<file path="config.mk">
export PLATFORM = sky130hd
export DESIGN_NAME = preset_down_counter
export DESIGN_NICKNAME = d
export VERILOG_FILES = /design/src/rtl/pdc_pkg.sv /design/src/rtl/pdc_edge_detect.sv /design/src/rtl/pdc_clear_qual.sv /design/src/rtl/pdc_pulse_timer.sv /design/src/rtl/preset_down_counter.sv
export SDC_FILE = /design/constraint.sdc
export NUM_CORES = 1
export LEC_CHECK = 0
export BUFFER_PORTS_ARGS = -buffer_cell sky130_fd_sc_hd__buf_4
export CAP_MARGIN = 20
export CORE_MARGIN = 8
export CORE_UTILIZATION = 24
export DETAILED_ROUTE_END_ITERATION = 7
export PLACE_DENSITY_LB_ADDON = 0.25
export SYNTH_ARGS = -nofsm -noshare
export SYNTH_HDL_FRONTEND = slang
export SYNTH_SLANG_ARGS = --single-unit
export TNS_END_PERCENT = 5
</file>
<file path="constraint.sdc">
create_clock -name clk -period 7.57 [get_ports clk]
set_input_delay 0.757 -clock clk [delete_from_list [all_inputs] [get_ports clk]]
set_output_delay 0.757 -clock clk [all_outputs]
set_load 0.02 [all_outputs]
</file>
<file path="src/rtl/pdc_pkg.sv">
package pdc_pkg;
  typedef enum logic {
    OUT_PULSE = 1'b0,
    OUT_HOLD  = 1'b1
  } out_mode_e;
endpackage

</file>
<file path="src/rtl/pdc_edge_detect.sv">
module pdc_edge_detect #(
  parameter int N = 2
) (
  input  logic         clk,
  input  logic         rst,
  input  logic [N-1:0] sig_i,
  output logic [N-1:0] rise_o,
  output logic [N-1:0] fall_o
);
  logic [N-1:0] prev_q;

  for (genvar g = 0; g < N; g++) begin : g_lane
    always_ff @(posedge clk) begin
      if (rst) prev_q[g] <= 1'b0;
      else     prev_q[g] <= sig_i[g];
    end
    assign rise_o[g] = sig_i[g] & ~prev_q[g];
    assign fall_o[g] = ~sig_i[g] & prev_q[g];
  end
endmodule

</file>
<file path="src/rtl/pdc_clear_qual.sv">
module pdc_clear_qual #(
  parameter int CW = 4
) (
  input  logic          clk,
  input  logic          rst,
  input  logic          clear_i,
  input  logic [CW-1:0] min_len_i,
  output logic          hit_o,
  output logic          active_o
);
  localparam logic [CW:0] ONE = (CW+1)'(1);

  logic [CW-1:0] held_q;
  logic [CW:0]   need;
  logic [CW:0]   seen;

  assign need  = (min_len_i == '0) ? ONE : {1'b0, min_len_i};
  assign seen  = {1'b0, held_q} + ONE;
  assign hit_o = clear_i && !active_o && (seen >= need);

  always_ff @(posedge clk) begin
    if (rst) begin
      held_q   <= '0;
      active_o <= 1'b0;
    end else if (!clear_i) begin
      held_q   <= '0;
      active_o <= 1'b0;
    end else begin
      if (held_q != '1) held_q <= held_q + 1'b1;
      if (hit_o) active_o <= 1'b1;
    end
  end

  // a clear longer than one cycle requirement is never accepted on its first high cycle
  a_r6_min_width: assert property (@(posedge clk) disable iff (rst)
    (hit_o && min_len_i > CW'(1)) |-> $past(clear_i));
  // an accepted clear stays accepted while the input is held
  a_r6_stays_active: assert property (@(posedge clk) disable iff (rst)
    (hit_o && clear_i) |=> (active_o || !clear_i));
endmodule

</file>
<file path="src/rtl/pdc_pulse_timer.sv">
module pdc_pulse_timer #(
  parameter int PWW = 4
) (
  input  logic           clk,
  input  logic           rst,
  input  logic           fire_i,
  input  logic           clear_i,
  input  logic           hold_i,
  input  logic [PWW-1:0] width_i,
  input  logic           tick_i,
  output logic           out_o
);
  import pdc_pkg::*;

  out_mode_e      mode;
  logic [PWW-1:0] rem_q;
  logic [PWW-1:0] load;

  assign mode = hold_i ? OUT_HOLD : OUT_PULSE;
  assign load = (width_i == '0) ? PWW'(1) : width_i;

  always_ff @(posedge clk) begin
    if (rst || clear_i) begin
      rem_q <= '0;
      out_o <= 1'b0;
    end else if (fire_i) begin
      rem_q <= load;
      out_o <= 1'b1;
    end else if (mode == OUT_PULSE && tick_i && rem_q != '0) begin
      rem_q <= rem_q - 1'b1;
      if (rem_q == PWW'(1)) out_o <= 1'b0;
    end
  end

  // in hold mode the output only drops on a clear
  a_r7_hold_keeps: assert property (@(posedge clk) disable iff (rst)
    (hold_i && out_o && !clear_i) |=> out_o);
  // the output only rises when a fire request arrives
  a_r8_rise_on_fire: assert property (@(posedge clk) disable iff (rst)
    (!out_o && !fire_i) |=> !out_o);
  // without a tick a pulse-mode output stays on
  a_r8_no_tick_keeps: assert property (@(posedge clk) disable iff (rst)
    (out_o && !tick_i && !clear_i) |=> out_o);
endmodule

</file>
<file path="src/rtl/preset_down_counter.sv">
module preset_down_counter #(
  parameter int W   = 8,
  parameter int CW  = 4,
  parameter int PWW = 4
) (
  input  logic                clk,
  input  logic                rst,
  input  logic                count_i,
  input  logic                clear_i,
  input  logic [CW-1:0]       min_clear_i,
  input  logic [W-2:0]        preset_i,
  input  logic [PWW-1:0]      pulse_width_i,
  input  logic                hold_mode_i,
  input  logic                tick_i,
  output logic signed [W-1:0] value_o,
  output logic                out_o
);
  localparam logic signed [W-1:0] FLOOR = {1'b1, {(W-1){1'b0}}};
  localparam logic signed [W-1:0] ONE   = W'(1);

  logic [1:0] rise, fall;
  logic       clr_hit, clr_active;
  logic       accept, fire, fired_q;
  logic signed [W-1:0] preset_s;

  pdc_edge_detect #(.N(2)) u_edge (
    .clk    (clk),
    .rst    (rst),
    .sig_i  ({clear_i, count_i}),
    .rise_o (rise),
    .fall_o (fall)
  );

  pdc_clear_qual #(.CW(CW)) u_clr (
    .clk       (clk),
    .rst       (rst),
    .clear_i   (clear_i),
    .min_len_i (min_clear_i),
    .hit_o     (clr_hit),
    .active_o  (clr_active)
  );

  assign preset_s = $signed({1'b0, preset_i});
  assign accept   = rise[0] && !clr_active && !clr_hit;
  assign fire     = accept && !fired_q && (value_o <= ONE);

  always_ff @(posedge clk) begin
    if (rst || clr_hit) begin
      value_o <= preset_s;
      fired_q <= 1'b0;
    end else if (accept) begin
      if (value_o != FLOOR) value_o <= value_o - ONE;
      if (fire) fired_q <= 1'b1;
    end
  end

  pdc_pulse_timer #(.PWW(PWW)) u_pulse (
    .clk     (clk),
    .rst     (rst),
    .fire_i  (fire),
    .clear_i (clr_hit),
    .hold_i  (hold_mode_i),
    .width_i (pulse_width_i),
    .tick_i  (tick_i),
    .out_o   (out_o)
  );

  // clear edges are observed only for the inhibit check below
  // one accepted edge moves the value down by exactly one
  a_r1_step: assert property (@(posedge clk) disable iff (rst)
    (rise[0] && !clr_active && !clr_hit && value_o != FLOOR) |=> (value_o == $past(value_o) - ONE));
  // an accepted clear loads the preset and drops the output
  a_r4_load: assert property (@(posedge clk) disable iff (rst)
    clr_hit |=> (value_o == $past(preset_s) && !out_o));
  // while a clear is held the value does not move
  a_r5_inhibit: assert property (@(posedge clk) disable iff (rst)
    (clr_active && !fall[1]) |=> $stable(value_o));
  // after firing once the output cannot rise again before a clear
  a_r9_once: assert property (@(posedge clk) disable iff (rst)
    (fired_q && !clr_hit) |=> !$rose(out_o));
  // the floor is never wrapped
  a_r11_floor: assert property (@(posedge clk) disable iff (rst)
    (value_o == FLOOR && !clr_hit) |=> (value_o == FLOOR));
endmodule

</file>
Word level (Yosys, flattened, before mapping)
Index checks and enable logic that the tools add are counted.

cells by class
  add/subtract/negate cells = 4
  order comparisons = 2
  eq/ne operators = 3
  multiplexer cells = 11
  bitwise logic cells = 4
  reductions and logical operators = 24

operators with widths
  kind                 number
  $mux 7               3
  $mux 4               4
  $le 8x2->1 const B   1
  $logic_and 1x1->1    8
  $logic_not 4->1      2
  $ne 8x8->1 const B   1
  $reduce_and 2->1     4
  $reduce_bool 2->1    4
  $sub 8x2->8 const B  1
  $add 4x1->5 const B  1
  $ge 5x5->1           1
  $add 4x1->4 const B  1
  $eq 4x1->1 const B   1
  $mux 1               4
  $ne 4x4->1 const B   1
  $reduce_bool 4->1    1
  $sub 4x1->4 const B  1
  $logic_not 1->1      3
  $not 1->1            3
  $reduce_or 2->1      1
  $and 1x1->1          1
  $logic_or 1x1->1     1

storage, ports and cells
  register bits after elaboration = 20
  input port bits = 21
  output and inout port bits = 9
  logic and storage cells = 56

Depth between registers and ports, before layout
Gate-level depths: netlist of the first run.

  word-level depth = 10
  mapped depth = 10
  depth with buffers taken out = 8

Cells and area by module
A second synthesis of the first run with hierarchy kept.

unflattened totals
  cell total of the unflattened synthesis = 143
  area total of the unflattened synthesis = 1311.3 um^2

by module, submodules not included
  module               instances  cells an instance  area an instance (um^2)  sequential area each (um^2)
  preset_down_counter  1          59                 566.8                    250.2
  pdc_clear_qual       1          41                 357.8                    100.1
  pdc_pulse_timer      1          35                 309.0                    100.1
  pdc_edge_detect      1          8                  77.6                     40.0

Least setup slack after synthesis of the first run
OpenSTA, ideal clock, no wires.

  path kind = in2reg
  start = input port min_clear_i[2]
  end = register value_o[0] (enable)
  library setup time = 0.381 ns
  arrival time = 2.523 ns
  data required time = 7.189 ns
  path slack = 4.667 ns
  cell stages on the path = 7
  buffers on the path = 0
  cells stage by stage = inv_1 a31o_2 ha_1 nor2b_1 o21ai_2 a311o_1 o21ai_0

on the way
  longest elaborated chain between the ends = 8
  elaborated cells between the ends (all ways) = 10
  classes of those cells = 1 x order compare; 1 x mux; 8 x reduce/logical

RTL lines
  what                                   RTL line                   source
  start: declaration                     preset_down_counter.sv:10  input logic [CW-1:0] min_clear_i,
  $logic_not 4->1                        pdc_clear_qual.sv:17       assign need = (min_len_i == '0) ? ONE : {1'b0, min_len_i};
  $mux 4 (*)                             pdc_clear_qual.sv:17
  $ge 5x5->1 (*)                         pdc_clear_qual.sv:19       assign hit_o = clear_i && !active_o && (seen >= need);
  $logic_and 1x1->1 (*)                  pdc_clear_qual.sv:19
  $logic_not 1->1                        preset_down_counter.sv:44  assign accept = rise[0] && !clr_active && !clr_hit;
  $logic_and 1x1->1                      preset_down_counter.sv:44
  $reduce_bool 2->1 (no source line)     -
  $reduce_and 2->1 (no source line) (*)  -
  end signal: assignment                 preset_down_counter.sv:49  value_o <= preset_s;
  end signal: assignment                 preset_down_counter.sv:52  if (value_o != FLOOR) value_o <= value_o - ONE;
  end: declaration                       preset_down_counter.sv:15  output logic signed [W-1:0] value_o,

Every way passes the cells marked *; elsewhere a longest branch is shown, timed or not.
A chain may end at the register's enable or synchronous reset.

Worst setup path after layout of the first run
  start = register u_clr.held_q[0]
  end = register value_o[1] (enable)

on the way
  longest elaborated chain between the ends = 7
  elaborated cells between the ends (all ways) = 9
  classes of those cells = 1 x add/sub; 1 x order compare; 7 x reduce/logical

RTL lines
  what                                   RTL line                   source
  start: declaration                     pdc_clear_qual.sv:13       logic [CW-1:0] held_q;
  start signal: assignment               pdc_clear_qual.sv:29       if (held_q != '1) held_q <= held_q + 1'b1;
  $add 4x1->5 (*)                        pdc_clear_qual.sv:18       assign seen = {1'b0, held_q} + ONE;
  via u_clr.seen[2]                      pdc_clear_qual.sv:15       logic [CW:0] seen;
  $ge 5x5->1 (*)                         pdc_clear_qual.sv:19
  $logic_and 1x1->1 (*)                  pdc_clear_qual.sv:19
  $logic_not 1->1                        preset_down_counter.sv:44
  $logic_and 1x1->1                      preset_down_counter.sv:44
  $reduce_bool 2->1 (no source line)     -
  $reduce_and 2->1 (no source line) (*)  -

The timed path passes the listed nets; every way through them passes the cells marked *.

==> results of run 1 <==
[area by class of cell]
class | instances | area [sq um] | area share [%]
multi-input combinational | 104 | 732 | 45.2
clock inverter | 1 | 30.0 | 1.85
tap | 70 | 87.6 | 5.41
timing repair buffer | 30 | 225 | 13.9
sequential | 20 | 470 | 29.0
inverter | 9 | 33.8 | 2.08
clock buffer | 3 | 41.3 | 2.55
[critical path: cells and delay by family, from the launching register on]
| family | cells | cell delay [ns] |
|---|---|---|
| DFF | 1 | 0.39 |
| buffers and inverters | 1 | 0.22 |
| AOI/OAI and AO/OA | 4 | 0.94 |
| adders and majority gates | 2 | 0.56 |
| xor gates and xnor gates | 1 | 0.26 |
[metrics by stage]
step                power (W)  util (%)
floorplan            0.000176         -
global placement     0.000204      30.2
detailed placement   0.000203      30.2
CTS                  0.000313      31.6
global route         0.000326      31.7
finish               0.000308      31.7
[placed cells by master (no fill, tap or decap), types with 5 or more instances in the layout]
cell type / netlist / layout
buf_4: 0 / 29
nor2_1: 16 / 16
dfxtp_1: 13 / 13
nand2_1: 10 / 10
o21ai_0: 10 / 10
inv_1: 9 / 9
ha_1: 9 / 9
edfxtp_1: 7 / 7
a21oi_1: 6 / 6
xnor2_1: 5 / 5
[layer usage]
metal,up-vias,global-route usage (%)
met5,-,0
met4,0,2.61
met3,4,2.88
met2,28,11.3
met1,489,11.3
li1,560,-
[worst min path at each step]
stage          slack (ns)  cells past startpoint       startpoint               to
2_1_floorplan        0.49                      2  u_clr.held_q[1]  u_clr.held_q[1]
3_3_place_gp         0.47                      2    u_pulse.out_o    u_pulse.out_o
3_5_place_dp         0.49                      2    u_pulse.out_o    u_pulse.out_o
4_1_cts              0.50                      2    u_pulse.out_o    u_pulse.out_o
5_1_grt              0.55                      2    u_pulse.out_o    u_pulse.out_o
6_report             0.50                      2    u_pulse.out_o    u_pulse.out_o
[state kept, by name, indices dropped and copies added, names as in the netlist]
| signal | count |
|---|---|
| u_clr.held_q | 4 |
| value_o | 8 |
| fired_q | 1 |
| u_pulse.rem_q | 4 |
| u_clr.active_o | 1 |
| u_edge.prev_q | 1 |
| u_pulse.out_o | 1 |
[logic make-up (layout without fill, tap and decap cells)]
| family | Yosys count | in the layout | synth area share (%) |
|---|---|---|---|
| AOI/OAI and AO/OA | 34 | 34 | 20.3 |
| muxes | 2 | 2 | 1.58 |
| xor gates and xnor gates | 8 | 8 | 5.53 |
| buffers and inverters | 12 | 43 | 5.04 |
| DFF | 20 | 20 | 37.2 |
| and+or+nand+nor | 51 | 51 | 21.5 |
| adders and majority gates | 9 | 9 | 8.89 |
[report_power, final]
group / switching [W] / internal [W]
combinational: 0.0000372 / 0.0000317
clock: 0.0000363 / 0.0000706
sequential: 0.0000104 / 0.000122
total: 0.0000838 / 0.000224
==> results.py, run 1 <==
metrics = {
    "worst_setup_path": {
        "cp_slowest_cell": "a311o_1",
        "setup.worst_path.start_class": "register",
        "worst-r2r-cell-count": 8,
        "cp_max_fo": 7,
        "worst_path_most_repeated_cell": "ha_1",
        "crit_type": "reg -> reg",
        "worstPathCellList": "ha_1 -> xor2_1 -> ha_1 -> a21oi_1 -> o21ai_2 -> a311o_1 -> o21ai_0 -> clkbuf_4",
        "crit_path_end": "value_o[1]",
        "cpPeakStageDelay_ns": 0.45,
        "cp-startpoint": "u_clr.held_q[0]",
        "r2r_slack_ns": 4.92,
        "cp.arrival_ns": 2.62,
        "r2r-end": "value_o[1]",
        "worst_ep_required_time_ns": 7.54,
        "end_kind": "register",
        "timing.rr.start": "u_clr.held_q[0]",
    },
    "clock_network": {
        "h-tree-depth": 1,
        "post_cts_buffers": 0,
        "cts_buffer_depth": 2,
        "cts_sinks": 20,
        "cts_buffers": 3,
        "cts_resized": 0,
        "worstSkewPairLatency_ns": 0.26,
        "clk_pin_slew_ns": 0.08,
        "cts_tree": "yes",
        "cts_root_buffer": "clkbuf_8",
        "holdBufCountCts": 0,
    },
    "yosys": {
        "synth-seq-cells": 20,
        "syn_area_per_cell_sq_um": 9.31,
        "yosysMostFrequentCell": "nor2_1",
        "netlist_instances": 136,
        "yosys-top-cells-area": "dfxtp_1 21%, edfxtp_1 17%, ha_1 8.9%, nor2_1 4.7%, o21ai_0 4.0%",
        "syn_area_sq_mm": 0.00127,
        "seq_area_frac_synth_pct": 37.2,
        "synth_nets": 166,
        "ys_warn_count": 0,
        "async_flop_share_pct": 0,
        "yosysTopAreaCell": "dfxtp_1",
        "synth_ff_type": "dfxtp_1",
        "yosys.area.top_type_share_pct": 20.6,
        "ys_types": 39,
        "ys_top_cells_by_count": "16 x nor2_1, 13 x dfxtp_1, 10 x nand2_1, 10 x o21ai_0",
        "synth-edff-count": 7,
    },
    "finish": {
        "finalNetCount": 198,
        "fin_area_sq_mm": 0.00162,
        "drive_gt1_share_pct": 26.9,
        "synthToLayoutAreaGrowth_pct": 28.0,
        "final_cell_count_no_fill": 237,
        "antennaDiodeCount": 0,
        "fillers": 546,
    },
    "global_route": {
        "grt_max_degree": 19,
        "gr-total-overflow": 0,
        "grt_pass1_vias": 1059,
        "antenna_found_initial": 0,
        "grt_pass1_wl_mm": 5.00,
        "track_usage_pct": 8.14,
    },
    "power": {
        "power.density_mw_per_mm2": 190,
        "p_leak_nw": 0.644,
        "max-vdd-ir-drop_uv": 70.4,
    },
    "placed_design": {
        "place_area_sq_mm": 0.00154,
        "dp.cells": 232,
        "dpl_worst_slack_ns": 4.20,
        "dp_hpwl_mm": 2.36,
        "io_buffers": 29,
        "gp_congestion": 0.788,
    },
    "timing": {
        "hold_viol": 0,
        "drv_slew": 0,
        "setup_ws_ns": 4.92,
        "rsz0062_at_grt": "no",
        "worst_slew_pin_slew_ns": 0.715,
        "fin_crit_sh_pct": 35.0,
        "fmax_mhz": 377,
        "clock_skew_ns": 0.00116,
        "worst_hold_slack_ns": 0.495,
        "finalSetupViolCount": 0,
        "layout_min_cycle_time_ns": 2.65,
        "slew_headroom_pct": 52.3,
        "tns_ns": 0,
    },
    "floorplanning": {
        "dieArea_sq_mm": 0.00786,
        "die_w_um": 88.6,
        "initial_core_util_pct": 24.8,
        "core_area_sq_mm": 0.00511,
        "fp.dieH_um": 88.6,
        "io_pins": 30,
        "rows": 26,
    },
    "detailed_routing": {
        "vias": 1081,
        "wl_met1_mm": 1.48,
        "drc": 0,
        "routedWlPerCell_um": 12.4,
        "topRoutingLayerUsed": "met4",
        "wl_met2_mm": 1.24,
        "via_per_inst": 4.56,
        "ant_nets": 0,
        "drt-initial-drc-count": 92,
        "first_pass_iters": 4,
        "routed_wl_mm": 2.95,
        "met3WireLength_um": 203,
    },
    "outcome": {
        "status": "finished clean",
    },
    "worst_hold_path": {
        "worstHoldPathType": "reg -> reg",
    },
    "run": {
        "maxCapViolCount": 0,
    },
}
Power figures use the tool's default switching activity.
==> inputs of run 2 (changes only) <==
- clock period: 7.57 -> 2.4 ns (I/O delays scaled with it)
==> run 2 against run 1 <==
Sequential share of layout area shrank 1.2 points; non-clock buffer count increased by 5; combinational power grew to 3.3 times the previous value; highest routed layer unchanged.
==> results.py, run 2 (synthesis results as in run 1) <==
metrics = {
    "power": {
        "p_leak_nw": 0.669,
        "internal-power_w": 0.000716,
        "max-vdd-ir-drop_uv": 279,
        "p_sw_w": 0.000267,
        "netSwitchingFraction_pct": 27.1,
        "power_frac_comb_pct": 23.3,
        "power.density_mw_per_mm2": 581,
        "pwr-share-clk_pct": 34.6,
        "p_seq_share_pct": 42.1,
    },
    "floorplanning": {
        "die_w_um": 88.6,
        "io_pins": 30,
        "initial_core_util_pct": 24.8,
        "rows": 26,
        "dieArea_sq_mm": 0.00786,
        "fp.dieH_um": 88.6,
        "core_area_sq_mm": 0.00511,
    },
    "worst_hold_path": {
        "worstHoldPathType": "in -> reg",
        "min_path_cells": 2,
        "worstHoldStart": "rst",
        "hold_path_end": "u_edge.prev_q[0]",
    },
    "clock_network": {
        "cts_resized": 0,
        "cts_buffers": 3,
        "cts_sinks": 20,
        "cts_tree": "yes",
        "cts_root_buffer": "clkbuf_8",
        "post_cts_buffers": 0,
        "clk_pin_slew_ns": 0.07,
        "cts_buffer_depth": 2,
        "holdBufCountCts": 0,
        "worstSkewPairLatency_ns": 0.26,
        "h-tree-depth": 1,
    },
    "finish": {
        "final_common_cell": "buf_4",
        "multi_input_area_sq_um": 759,
        "largest_reg_flops": 8,
        "drive_gt1_share_pct": 32.6,
        "largest-register": "value_o",
        "largestRegisters": "value_o (8), u_clr.held_q (4), u_pulse.rem_q (4)",
        "fillers": 554,
        "ff_latch_area_sq_um": 470,
        "antennaDiodeCount": 0,
        "layout_common_cells": "34 x buf_4, 16 x nor2_1, 13 x dfxtp_1, 10 x nand2_1",
        "postLayoutCoreUtil_pct": 33.1,
        "finalNetCount": 203,
        "synthToLayoutAreaGrowth_pct": 33.4,
    },
    "global_route": {
        "grt_max_degree": 14,
        "grt.busiest_layer": "met2",
        "met1_usage_pct": 9.76,
        "antenna_found_initial": 0,
        "use_met2_pct": 11.6,
        "use_met3_pct": 2.88,
        "grt_pass1_vias": 1020,
        "gr-total-overflow": 0,
        "track_usage_pct": 7.66,
        "grt_pass1_wl_mm": 4.75,
    },
    "worst_setup_path": {
        "crit_type": "reg -> reg",
        "worst-r2r-cell-count": 8,
        "timing.rr.start": "u_clr.held_q[2]",
        "end_kind": "register",
        "cp_slowest_cell": "dfxtp_1",
        "r2r-end": "value_o[0]",
        "cp.arrival_ns": 2.23,
        "cp_max_fo": 7,
        "worst_ep_required_time_ns": 2.38,
        "worstPathCellList": "nand3_1 -> xnor2_1 -> ha_1 -> a31oi_4 -> nor2b_2 -> a311o_1 -> o21ai_2 -> buf_6",
        "setup.worst_path.start_class": "register",
        "cpPeakStageDelay_ns": 0.48,
        "r2r_slack_ns": 0.15,
    },
    "timing": {
        "worst_slew_pin_slew_ns": 0.504,
        "fin_crit_sh_pct": 93.6,
        "fmax_mhz": 445,
        "hold_viol": 0,
        "layout_min_cycle_time_ns": 2.25,
        "drv_slew": 0,
        "slew_headroom_pct": 66.2,
        "tns_ns": 0,
        "rsz0062_at_grt": "yes",
        "finalSetupViolCount": 0,
        "clock_skew_ns": 0.00463,
    },
    "placed_design": {
        "gp_congestion": 0.759,
        "io_buffers": 29,
        "dp_hpwl_mm": 2.36,
    },
    "detailed_routing": {
        "ant_nets": 0,
        "first_pass_iters": 4,
        "drc": 0,
        "vias": 1075,
        "routedWlPerCell_um": 12.0,
        "drt-initial-drc-count": 25,
        "routed_wl_mm": 2.90,
        "via_per_inst": 4.44,
    },
    "outcome": {
        "status": "finished clean",
    },
    "run": {
        "maxCapViolCount": 0,
    },
}
## run 2: layer usage
metal | up-vias | wire length (um)
li1 | 565 | -
met1 | 489 | 1390
met2 | 19 | 1330
met3 | 2 | 153
met4 | 0 | 23
met5 | - | 0
## run 2: worst max-delay path by stage
stage	from	endpoint	slack (ns)	cells past startpoint
floorplan	u_clr.held_q[0]	value_o[0]	0.01	7
global placement	u_clr.held_q[0]	value_o[5]	0.11	8
detailed placement	u_clr.held_q[0]	value_o[4]	0.11	8
CTS	u_clr.held_q[0]	value_o[1]	0.1	8
global route	u_clr.held_q[1]	u_pulse.rem_q[0]	-0.03	8
finish	u_clr.held_q[2]	value_o[0]	0.15	8
## run 2: area by class of cell
class                   count  area share [%]
flip-flops and latches     20            27.9
multi-input cells         104            45.0
well taps                  70            5.19
clock inverters             1            1.78
inverters                   9            2.00
clock buffers               3            2.44
repair buffers             35            15.8
## run 2: metrics by stage
step	hold WS [ns]	cell area, sq um	std cells	setup WS [ns]	power (W)
floorplan	0.312	1270	136	0.0119	0.000557
global placement	0.435	1590	238	0.112	0.000649
detailed placement	0.437	1590	238	0.110	0.000649
CTS	0.157	1660	242	0.0987	0.000994
global route	0.169	1690	242	-0.0306	0.00104
finish	0.166	1690	242	0.153	0.000982
## run 2: critical path, delay by kind of cell, from the launching register on
kind                     cells  cell delay (ns)
XOR/XNOR                     1             0.16
AO/OA/AOI/OAI                3             0.71
flip-flops                   1             0.48
AND/OR/NAND/NOR              2             0.23
adder cells (fa/ha/maj)      1             0.25
buffers and inverters        1             0.15
## run 2: power by group through the flow
stage | logic (W) | registers, W | clock network (W)
6_report | 0.000229 | 0.000414 | 0.000340
5_1_grt | 0.000253 | 0.000418 | 0.000364
4_1_cts | 0.000229 | 0.000414 | 0.000351
3_5_place_dp | 0.000228 | 0.000422 | 0
3_3_place_gp | 0.000227 | 0.000422 | 0
2_1_floorplan | 0.000117 | 0.000441 | 0
==> inputs of run 3 (changes only) <==
- ABC_AREA: unset -> 1
==> run 3 against run 2 <==
Setup slack better by 0.058 ns; critical path type unchanged; wire length down 2.6%; fmax up 2.6%; critical endpoint unchanged.
==> results.py, run 3 <==
metrics = {
    "finish": {
        "final_cell_count_no_fill": 263,
        "largest-register": "value_o",
        "largestRegisters": "value_o (8), u_clr.held_q (4), u_pulse.rem_q (4)",
        "largest_reg_flops": 8,
        "final_common_cell": "buf_4",
        "fillers": 569,
        "ff_latch_area_sq_um": 470,
        "multi_input_area_sq_um": 712,
        "drive_gt1_share_pct": 30.1,
        "layout_common_cells": "31 x buf_4, 27 x inv_1, 25 x nand2_1, 13 x dfxtp_1",
        "antennaDiodeCount": 0,
        "synthToLayoutAreaGrowth_pct": 30.6,
        "finalNetCount": 224,
    },
    "placed_design": {
        "io_buffers": 29,
        "gp_congestion": 0.727,
        "dp.cells": 259,
        "dp_hpwl_mm": 2.27,
        "dpl_worst_slack_ns": 0.0973,
    },
    "timing": {
        "rsz0062_at_grt": "no",
        "clock_skew_ns": 0.00622,
        "finalSetupViolCount": 0,
        "worst_slew_pin_slew_ns": 0.238,
        "layout_min_cycle_time_ns": 2.19,
        "slew_headroom_pct": 84.1,
        "fin_crit_sh_pct": 91.2,
        "fmax_mhz": 457,
        "hold_viol": 0,
        "setup_ws_ns": 0.210,
        "drv_slew": 0,
        "tns_ns": 0,
    },
    "yosys": {
        "ys_top_cells_by_count": "27 x inv_1, 26 x nand2_1, 13 x dfxtp_1",
        "yosysTopAreaCell": "dfxtp_1",
        "async_flop_share_pct": 0,
        "yosysMostFrequentCell": "inv_1",
        "ys_types": 28,
        "seq_area_frac_synth_pct": 36.4,
        "netlist_instances": 159,
        "syn_area_per_cell_sq_um": 8.12,
        "syn_area_sq_mm": 0.00129,
        "synth_ff_type": "dfxtp_1",
        "ys_warn_count": 0,
        "synth-edff-count": 7,
        "yosys.area.top_type_share_pct": 20.2,
        "synth_nets": 189,
        "synth-seq-cells": 20,
        "yosys-top-cells-area": "dfxtp_1 20%, edfxtp_1 16%, ha_1 8.7%, inv_1 7.8%, nand2_1 7.6%",
    },
    "worst_setup_path": {
        "cp.arrival_ns": 2.21,
        "setup.worst_path.start_class": "register",
        "cpPeakStageDelay_ns": 0.39,
        "cp_slowest_cell": "dfxtp_1",
        "worstPathCellList": "ha_1 -> xor2_1 -> ha_1 -> a21oi_1 -> nand2_1 -> nand2_1 -> nand2_2 -> nand2_2 -> nand2_2 -> buf_4 -> nand2_1 -> o21ai_0",
        "end_kind": "register",
        "cp_max_fo": 16,
        "crit_type": "reg -> reg",
        "worst_ep_required_time_ns": 2.42,
    },
    "clock_network": {
        "clk_pin_slew_ns": 0.08,
        "h-tree-depth": 1,
        "holdBufCountCts": 0,
        "cts_resized": 0,
        "cts_tree": "yes",
        "cts_buffers": 3,
        "cts_sinks": 20,
        "worstSkewPairLatency_ns": 0.26,
        "post_cts_buffers": 0,
        "cts_buffer_depth": 2,
        "cts_root_buffer": "clkbuf_8",
    },
    "floorplanning": {
        "core_area_sq_mm": 0.00514,
        "io_pins": 30,
        "dieArea_sq_mm": 0.00798,
        "die_w_um": 89.4,
        "rows": 26,
        "initial_core_util_pct": 25.1,
        "fp.dieH_um": 89.4,
    },
    "global_route": {
        "grt_pass1_vias": 996,
        "track_usage_pct": 7.47,
        "antenna_found_initial": 0,
        "gr-total-overflow": 0,
        "grt_pass1_wl_mm": 4.57,
        "grt_max_degree": 17,
    },
    "outcome": {
        "status": "finished clean",
    },
    "detailed_routing": {
        "wl_met1_mm": 1.27,
        "vias": 1096,
        "routed_wl_mm": 2.82,
        "ant_nets": 0,
        "drc": 0,
        "via_per_inst": 4.17,
        "drt-initial-drc-count": 53,
        "routedWlPerCell_um": 10.7,
        "wl_met2_mm": 1.31,
        "topRoutingLayerUsed": "met4",
        "first_pass_iters": 4,
        "met3WireLength_um": 201,
    },
    "power": {
        "p_leak_nw": 0.801,
        "max-vdd-ir-drop_uv": 201,
        "power.density_mw_per_mm2": 599,
    },
    "worst_hold_path": {
        "worstHoldPathType": "in -> reg",
    },
    "run": {
        "maxCapViolCount": 0,
    },
}
## run 3: cell types whose count changed in the layout (fill, tap and decap cells not counted), sizes merged, moves of 5 or more
cell   before  now
nand3       4   11
a21oi       6   12
nor2b       5    0
nand2      10   31
inv         9   30
## run 3: logic make-up after synthesis
| logic type | share of synthesized area (%) |
|---|---|
| simple gates | 25.6 |
| buf+inv | 9.30 |
| compound gates | 14.5 |
| flops | 36.4 |
| fa+ha+maj | 8.72 |
| xor+xnor | 5.43 |
## run 3: through the flow
step	power, W	area [sq um]	utilization, %	hold WS, ns
final	0.00101	1690	32.8	0.157
after global routing	0.00107	1690	32.8	0.149
after CTS	0.00103	1680	32.6	0.150
after detailed placement	0.000680	1600	31.2	0.431
after global placement	0.000680	1600	31.2	0.426
after floorplan	0.000589	1290	-	0.312
## run 3: routing by layer
metal / vias up / global-route usage [%]
li1: 589 / -
met4: 0 / 2.72
met3: 4 / 2.57
met5: - / 0
met2: 23 / 11.9
met1: 480 / 9.03
## run 3: final cells by class
class | instances | area share, %
flip-flops and latches | 20 | 27.9
multi-input cells | 108 | 42.2
repair buffers | 31 | 13.8
well taps | 70 | 5.19
clock inverters | 1 | 1.78
clock buffers | 3 | 2.45
inverters | 30 | 6.68
## run 3: path summary, 6_finish.rpt
path / from / end / slack, ns / cells after the start
worst max register to register: u_clr.held_q[0] / value_o[0] / 0.21 / 12
worst min-delay path: rst / u_edge.prev_q[0] / 0.16 / 2
worst min register to register: u_pulse.out_o / u_pulse.out_o / 0.48 / 2
worst max-delay path: u_clr.held_q[0] / value_o[0] / 0.21 / 12
## run 3: power by group
part	total (W)	switching, W	leakage, nW	internal, W
Combinational	0.000253	0.000141	0.589	0.000113
Clock	0.000338	0.000116	0.0357	0.000223
Sequential	0.000418	0.0000318	0.177	0.000386
## run 3: critical path, delay by kind of cell, from the launching register on
family | cells | cell delay [ns]
DFF | 1 | 0.39
buffers and inverters | 1 | 0.20
and+or+nand+nor | 6 | 0.42
AOI/OAI and AO/OA | 2 | 0.21
xor gates and xnor gates | 1 | 0.23
adders and majority gates | 2 | 0.50
